## src/rtl/sir_pkg.sv

```systemverilog
package sir_pkg;

    typedef enum logic [1:0] {
        ENC_IDLE,
        ENC_PULSE,
        ENC_ZERO_TAIL,
        ENC_ONE_BIT
    } enc_state_e;

    typedef enum logic [1:0] {
        DEC_IDLE,
        DEC_QUAL,
        DEC_HOLD
    } dec_state_e;

endpackage

```

## src/rtl/sir_sync.sv

```systemverilog
module sir_sync #(
    parameter int STAGES = 2
) (
    input  logic clk,
    input  logic rst_n,
    input  logic d,
    output logic q
);
    logic [STAGES-1:0] chain;

    generate
        for (genvar i = 0; i < STAGES; i++) begin : g_stage
            if (i == 0) begin : g_first
                always_ff @(posedge clk or negedge rst_n) begin
                    if (!rst_n) chain[0] <= 1'b0;
                    else        chain[0] <= d;
                end
            end else begin : g_rest
                always_ff @(posedge clk or negedge rst_n) begin
                    if (!rst_n) chain[i] <= 1'b0;
                    else        chain[i] <= chain[i-1];
                end
            end
        end
    endgenerate

    assign q = chain[STAGES-1];
endmodule

```

## src/rtl/sir_encoder.sv

```systemverilog
module sir_encoder
    import sir_pkg::*;
#(
    parameter int TICKS_PER_BIT = 16,
    parameter int PULSE_TICKS   = 3,
    parameter int LP_TICKS      = 3
) (
    input  logic clk,
    input  logic rst_n,
    input  logic enable,
    input  logic low_power,
    input  logic baud16_tick,
    input  logic lp_tick,
    input  logic tx_bit,
    output logic pulse_n,
    output logic busy
);
    localparam int TW = $clog2(TICKS_PER_BIT);
    localparam int LW = $clog2(LP_TICKS + 1);
    localparam logic [TW-1:0] LAST_TICK  = TW'(TICKS_PER_BIT - 1);
    localparam logic [TW-1:0] PULSE_LAST = TW'(PULSE_TICKS - 1);
    localparam logic [LW-1:0] LP_LAST    = LW'(LP_TICKS - 1);

    enc_state_e      state, state_nxt;
    logic [TW-1:0]   tcnt, tcnt_nxt;
    logic [LW-1:0]   lcnt, lcnt_nxt;
    logic            slot_end;

    assign slot_end = baud16_tick && (tcnt == LAST_TICK);

    // state register
    always_ff @(posedge clk or negedge rst_n) begin
        if (!rst_n) begin
            state <= ENC_IDLE;
            tcnt  <= '0;
            lcnt  <= '0;
        end else begin
            state <= state_nxt;
            tcnt  <= tcnt_nxt;
            lcnt  <= lcnt_nxt;
        end
    end

    // next-state logic
    always_comb begin
        state_nxt = state;
        tcnt_nxt  = tcnt;
        lcnt_nxt  = lcnt;
        if (!enable) begin
            state_nxt = ENC_IDLE;
            tcnt_nxt  = '0;
            lcnt_nxt  = '0;
        end else begin
            unique case (state)
                ENC_IDLE: begin
                    if (baud16_tick && !tx_bit) begin
                        state_nxt = ENC_PULSE;
                        tcnt_nxt  = '0;
                        lcnt_nxt  = '0;
                    end
                end
                ENC_PULSE: begin
                    if (slot_end) begin
                        tcnt_nxt  = '0;
                        lcnt_nxt  = '0;
                        state_nxt = tx_bit ? ENC_ONE_BIT : ENC_PULSE;
                    end else begin
                        if (baud16_tick) tcnt_nxt = tcnt + 1'b1;
                        if (low_power) begin
                            if (lp_tick) begin
                                if (lcnt == LP_LAST) state_nxt = ENC_ZERO_TAIL;
                                else                 lcnt_nxt  = lcnt + 1'b1;
                            end
                        end else if (baud16_tick && tcnt == PULSE_LAST) begin
                            state_nxt = ENC_ZERO_TAIL;
                        end
                    end
                end
                ENC_ZERO_TAIL: begin
                    if (slot_end) begin
                        tcnt_nxt  = '0;
                        lcnt_nxt  = '0;
                        state_nxt = tx_bit ? ENC_ONE_BIT : ENC_PULSE;
                    end else if (baud16_tick) begin
                        tcnt_nxt = tcnt + 1'b1;
                    end
                end
                ENC_ONE_BIT: begin
                    if (slot_end) begin
                        tcnt_nxt  = '0;
                        lcnt_nxt  = '0;
                        state_nxt = tx_bit ? ENC_IDLE : ENC_PULSE;
                    end else if (baud16_tick) begin
                        tcnt_nxt = tcnt + 1'b1;
                    end
                end
                default: state_nxt = ENC_IDLE;
            endcase
        end
    end

    // outputs
    always_comb begin
        pulse_n = (state != ENC_PULSE);
        busy    = (state != ENC_IDLE);
    end
endmodule

```

## src/rtl/sir_decoder.sv

```systemverilog
module sir_decoder
    import sir_pkg::*;
#(
    parameter int TICKS_PER_BIT = 16
) (
    input  logic clk,
    input  logic rst_n,
    input  logic enable,
    input  logic baud16_tick,
    input  logic pulse_in,
    output logic rx_out
);
    localparam int TW = $clog2(TICKS_PER_BIT);
    localparam logic [TW-1:0] LAST_TICK = TW'(TICKS_PER_BIT - 1);

    dec_state_e    state, state_nxt;
    logic [TW-1:0] tcnt, tcnt_nxt;
    logic          prev;

    // state register
    always_ff @(posedge clk or negedge rst_n) begin
        if (!rst_n) begin
            state <= DEC_IDLE;
            tcnt  <= '0;
            prev  <= 1'b0;
        end else begin
            state <= state_nxt;
            tcnt  <= tcnt_nxt;
            prev  <= pulse_in;
        end
    end

    // next-state logic
    always_comb begin
        state_nxt = state;
        tcnt_nxt  = tcnt;
        if (!enable) begin
            state_nxt = DEC_IDLE;
            tcnt_nxt  = '0;
        end else begin
            unique case (state)
                DEC_IDLE: begin
                    if (pulse_in && !prev) state_nxt = DEC_QUAL;
                end
                DEC_QUAL: begin
                    if (pulse_in) begin
                        state_nxt = DEC_HOLD;
                        tcnt_nxt  = '0;
                    end else begin
                        state_nxt = DEC_IDLE;
                    end
                end
                DEC_HOLD: begin
                    if (baud16_tick) begin
                        if (tcnt == LAST_TICK) state_nxt = DEC_IDLE;
                        else                   tcnt_nxt  = tcnt + 1'b1;
                    end
                end
                default: state_nxt = DEC_IDLE;
            endcase
        end
    end

    // outputs
    always_comb begin
        rx_out = (state != DEC_HOLD);
    end
endmodule

```

## src/rtl/sir_endec.sv

```systemverilog
module sir_endec #(
    parameter int TICKS_PER_BIT = 16,
    parameter int PULSE_TICKS   = 3,
    parameter int LP_TICKS      = 3,
    parameter int SYNC_STAGES   = 2
) (
    input  logic clk,
    input  logic rst_n,
    input  logic sir_en,
    input  logic low_power,
    input  logic baud16_tick,
    input  logic lp_tick,
    input  logic uart_tx,
    output logic uart_rx,
    output logic pad_txd,
    input  logic pad_rxd,
    output logic sir_out_n,
    input  logic sir_in
);
    logic enc_pulse_n;
    logic enc_busy;
    logic sync_in;
    logic dec_rx;
    logic dec_en;

    sir_encoder #(
        .TICKS_PER_BIT (TICKS_PER_BIT),
        .PULSE_TICKS   (PULSE_TICKS),
        .LP_TICKS      (LP_TICKS)
    ) u_enc (
        .clk         (clk),
        .rst_n       (rst_n),
        .enable      (sir_en),
        .low_power   (low_power),
        .baud16_tick (baud16_tick),
        .lp_tick     (lp_tick),
        .tx_bit      (uart_tx),
        .pulse_n     (enc_pulse_n),
        .busy        (enc_busy)
    );

    sir_sync #(.STAGES(SYNC_STAGES)) u_sync (
        .clk   (clk),
        .rst_n (rst_n),
        .d     (sir_in),
        .q     (sync_in)
    );

    assign dec_en = sir_en && !enc_busy;

    sir_decoder #(.TICKS_PER_BIT(TICKS_PER_BIT)) u_dec (
        .clk         (clk),
        .rst_n       (rst_n),
        .enable      (dec_en),
        .baud16_tick (baud16_tick),
        .pulse_in    (sync_in),
        .rx_out      (dec_rx)
    );

    always_comb begin
        sir_out_n = enc_pulse_n | ~sir_en;
        pad_txd   = sir_en ? 1'b1 : uart_tx;
        uart_rx   = sir_en ? (dec_rx | enc_busy) : pad_rxd;
    end
endmodule

```

## config.mk

```make
export PLATFORM = sky130hd
export DESIGN_NAME = sir_endec
export DESIGN_NICKNAME = d
export VERILOG_FILES = /design/src/rtl/sir_pkg.sv /design/src/rtl/sir_sync.sv /design/src/rtl/sir_encoder.sv /design/src/rtl/sir_decoder.sv /design/src/rtl/sir_endec.sv
export SDC_FILE = /design/constraint.sdc
export NUM_CORES = 1
export LEC_CHECK = 0
export ABC_AREA = 1
export BUFFER_PORTS_ARGS = -buffer_cell sky130_fd_sc_hd__buf_2
export CAP_MARGIN = 20
export CORE_MARGIN = 3
export CORE_UTILIZATION = 57
export CTS_CLUSTER_DIAMETER = 50
export DETAILED_ROUTE_END_ITERATION = 12
export HOLD_SLACK_MARGIN = 0.06
export PLACE_DENSITY = 0.76
export SETUP_SLACK_MARGIN = 0.4
export SLEW_MARGIN = 10
export SYNTH_ARGS = -nofsm -noshare
export SYNTH_HDL_FRONTEND = slang
export SYNTH_HIERARCHICAL = 1
export SYNTH_SLANG_ARGS = --single-unit
```

## constraint.sdc

```tcl
create_clock -name clk -period 1.93 [get_ports clk]
set_input_delay 0.193 -clock clk [delete_from_list [all_inputs] [get_ports clk]]
set_output_delay 0.193 -clock clk [all_outputs]
set_load 0.02 [all_outputs]
```

==> results.yml <==
clock_network:
  clk_path_buf_depth: 2
  cts_htree_levels: 1
  tritoncts_clock_tree: "done"
  cts-buffers-inserted: 3
  clk_latency_ns: 0.28
  cts_num_sinks: 17
  clock_slew_at_the_register_clock_pins_of_the_worst_setup_and_hold_paths_ns: 0.10
  clock-root-buffer: "sky130_fd_sc_hd__clkbuf_4"
finish:
  synthToLayoutAreaGrowth_pct: 17.9
  nets: 206
  fillCellCount: 146
  final_core_util_pct: 75.2
  antenna_cells_inserted: 0
  post_layout_nonfiller_instances: 217
  post_route_cells_drive_above_1_share_pct: 21.9
grt:
  grt_overflow: 0
  grt_first_pass_wirelength_mm: 4.11
  grt_max_degree: 18
  grt.total_usage_pct: 21.1
  number_of_antenna_violations_at_the_first_check_in_global_routing: 0
  first_global_vias: 973
logic_synthesis:
  netlist-cell-type-count: 21
  synthesis.yosys.warnings: 6
  yosys_register_bits: 17
  post_synth_instance_area_um2: 1160
  synth_seq_area_share_pct: 36.6
  postSynthCellCount: 168
  mean_instance_size_in_the_synthesized_netlist_um2: 6.91
  postSynthNetCount: 181
die:
  start_util_pct: 63.8
  row_count: 15
  design.core.area_um2: 1820
  boundaryPins: 12
  die_y_um: 51.1
  die_area_um2: 2610
  die_width_um: 51.1
setup_path:
  setup.worst_path.start_class: "flop"
  critical_path_class: "flop to output pin"
  worstPathMaxFanout: 5
  worst_ep_arrival_time_ns: 1.29
  worst-endpoint-required_ns: 1.74
  register_to_register_setup_slack_ns: 0.50
  worst_setup_path_end_kind: "output pin"
sta:
  timing.slew.headroom_pct: 74.6
  worst_pin_slew_ns: 0.381
  timing.final.max_slew_violations: 0
  final_period_demand_of_the_worst_path_ns: 1.48
  clock-skew-final_ns: 0.00393
  setup-violations-final: 0
  fmax_mhz: 674
  hold_viol: 0
  rsz0062_at_grt: "false"
  setup_total_negative_slack_ns: 0
  min_period_over_period_pct: 76.9
routing:
  post_drt_via_cell_ratio: 5.19
  drt.antenna.violating_nets: 0
  dr.first_iter.drc_count: 33
  drcViolationCount: 0
  route.final.wire_length_mm: 2.38
  first_pass_iters: 4
  vias: 1127
  wl_per_cell_um: 11.0
place:
  post-place-cells: 204
  gp_routability_congestion: 0.825
  place_hpwl_mm: 1.77
  port-buffer-count: 11
power:
  power_mw: 1.36
  static-leakage-power_nw: 0.736
  irDropWorstVdd_uv: 700
  power_density_nw_per_um2: 995
run_status:
  outcome: "completed"
flow_run:
  max_cap_violations: 0
min_path:
  hold_path.class: "input port to flop"
worst max-delay path: stages, from the launching register on:
cell and delay [ns]:
sky130_fd_sc_hd__dfrtp_1 0.36, sky130_fd_sc_hd__inv_1 0.08, sky130_fd_sc_hd__nor2_4 0.15, sky130_fd_sc_hd__inv_1 0.06, sky130_fd_sc_hd__o21ai_1 0.15, sky130_fd_sc_hd__nand2_1 0.06, sky130_fd_sc_hd__buf_2 0.15
final cells by class:
type	instances	area, um^2	area share (%)
multi-input combinational	126	662	48.4
timing repair buffer	20	128	9.32
sequential	17	428	31.3
tap	25	31.3	2.29
inverter	25	93.8	6.86
clock buffer	4	26.3	1.92
where the power goes:
part           switching (mW)  leakage [nW]  total, mW  internal [mW]
Sequential             0.0792         0.223      0.501          0.422
Clock                   0.107        0.0150      0.187         0.0802
Combinational           0.410         0.498      0.673          0.263
Total                   0.596         0.736       1.36          0.766
registers in the layout (all words and copies together), names as in the netlist:
name	count
u_dec/prev	1
u_dec/tcnt	4
u_sync/chain	1
u_sync/q	1
u_dec/state	2
u_enc/tcnt	4
u_enc/state	2
u_enc/lcnt	2
stage by stage:
step | setup slack (ns) | cell area (um^2) | hold WS (ns)
after global routing | 0.366 | 1370 | 0.303
after detailed placement | 0.216 | 1250 | 0.140
after global placement | 0.310 | 1250 | 0.129
final | 0.447 | 1370 | 0.287
after CTS | 0.413 | 1320 | 0.277
after floorplan | 0.422 | 1160 | -0.103
cells in the mapped netlist:
cell / n / share of area, %
sky130_fd_sc_hd__nand2_1: 58 / 19
sky130_fd_sc_hd__nand3_1: 16 / 6.9
sky130_fd_sc_hd__nor2_4: 2 / 1.9
sky130_fd_sc_hd__nor2_1: 17 / 5.5
sky130_fd_sc_hd__inv_1: 23 / 7.4
sky130_fd_sc_hd__nor2_8: 1 / 1.7
sky130_fd_sc_hd__dfrtp_1: 17 / 37
sky130_fd_sc_hd__nor3_1: 3 / 1.3
sky130_fd_sc_hd__or2_1: 3 / 1.6
sky130_fd_sc_hd__nand3_2: 1 / 0.86
sky130_fd_sc_hd__xnor2_1: 1 / 0.75
sky130_fd_sc_hd__nand2_2: 2 / 1.1
sky130_fd_sc_hd__nor2_2: 2 / 1.1
sky130_fd_sc_hd__nand3_4: 1 / 1.5
sky130_fd_sc_hd__o21ai_0: 5 / 2.2
sky130_fd_sc_hd__nand4_1: 2 / 1.1
sky130_fd_sc_hd__inv_2: 2 / 0.65
sky130_fd_sc_hd__a21oi_1: 5 / 2.2
sky130_fd_sc_hd__nand2_4: 2 / 1.9
sky130_fd_sc_hd__o211ai_1: 1 / 0.65
sky130_fd_sc_hd__ha_1: 4 / 4.3
worst paths after layout:
check	start	endpoint	depth (start not counted)
min in group asynchronous	rst_n	u_enc/tcnt[3]	2
worst min-delay path	uart_tx	u_enc/state[1]	5
worst max-delay path	u_dec/state[1]	uart_rx	6
worst min register to register	u_sync/chain[0]	u_sync/q	0
worst max register to register	u_enc/tcnt[0]	u_enc/state[1]	8
max in group asynchronous	rst_n	u_enc/state[1]	2
per-layer routing:
metal  global-route usage, %  share of wire [%]
met5                       0                  0
met4                    8.07               0.92
met3                    3.50                4.2
met2                    34.3                 49
met1                    28.1                 46
placed cells by master (no fill, tap or decap):
cell type / instances
sky130_fd_sc_hd__a21oi_1: 5
sky130_fd_sc_hd__buf_2: 11
sky130_fd_sc_hd__buf_4: 7
sky130_fd_sc_hd__clkbuf_1: 1
sky130_fd_sc_hd__clkbuf_4: 3
sky130_fd_sc_hd__dfrtp_1: 15
sky130_fd_sc_hd__dfrtp_2: 2
sky130_fd_sc_hd__dlygate4sd3_1: 2
sky130_fd_sc_hd__ha_1: 3
sky130_fd_sc_hd__ha_2: 1
sky130_fd_sc_hd__inv_1: 22
sky130_fd_sc_hd__inv_2: 3
sky130_fd_sc_hd__nand2_1: 57
sky130_fd_sc_hd__nand2_2: 3
sky130_fd_sc_hd__nand2_4: 2
sky130_fd_sc_hd__nand3_1: 16
sky130_fd_sc_hd__nand3_2: 1
sky130_fd_sc_hd__nand3_4: 1
sky130_fd_sc_hd__nand4_1: 2
sky130_fd_sc_hd__nor2_1: 15
sky130_fd_sc_hd__nor2_2: 3
sky130_fd_sc_hd__nor2_4: 3
sky130_fd_sc_hd__nor2_8: 1
sky130_fd_sc_hd__nor3_1: 2
sky130_fd_sc_hd__nor3_2: 1
sky130_fd_sc_hd__o211ai_1: 1
sky130_fd_sc_hd__o21ai_0: 4
sky130_fd_sc_hd__o21ai_1: 1
sky130_fd_sc_hd__or2_1: 3
sky130_fd_sc_hd__xnor2_1: 1
cells by family after synthesis:
kind of cell	after synthesis	synth area share (%)
and+or+nand+nor	110	45.3
buffers and inverters	25	8.08
DFF	17	36.6
AOI/OAI and AO/OA	11	4.96
adders and majority gates	4	4.31
xor gates and xnor gates	1	0.754
repair_timing:
item,CTS,global route
gates resized for setup,3,7
hold buffers,2,0
hold endpoints to repair,18,0
endpoints found under the setup margin,8,9
pin swaps,1,5
setup buffers,3,4
(Power assumes the default switching activity.)
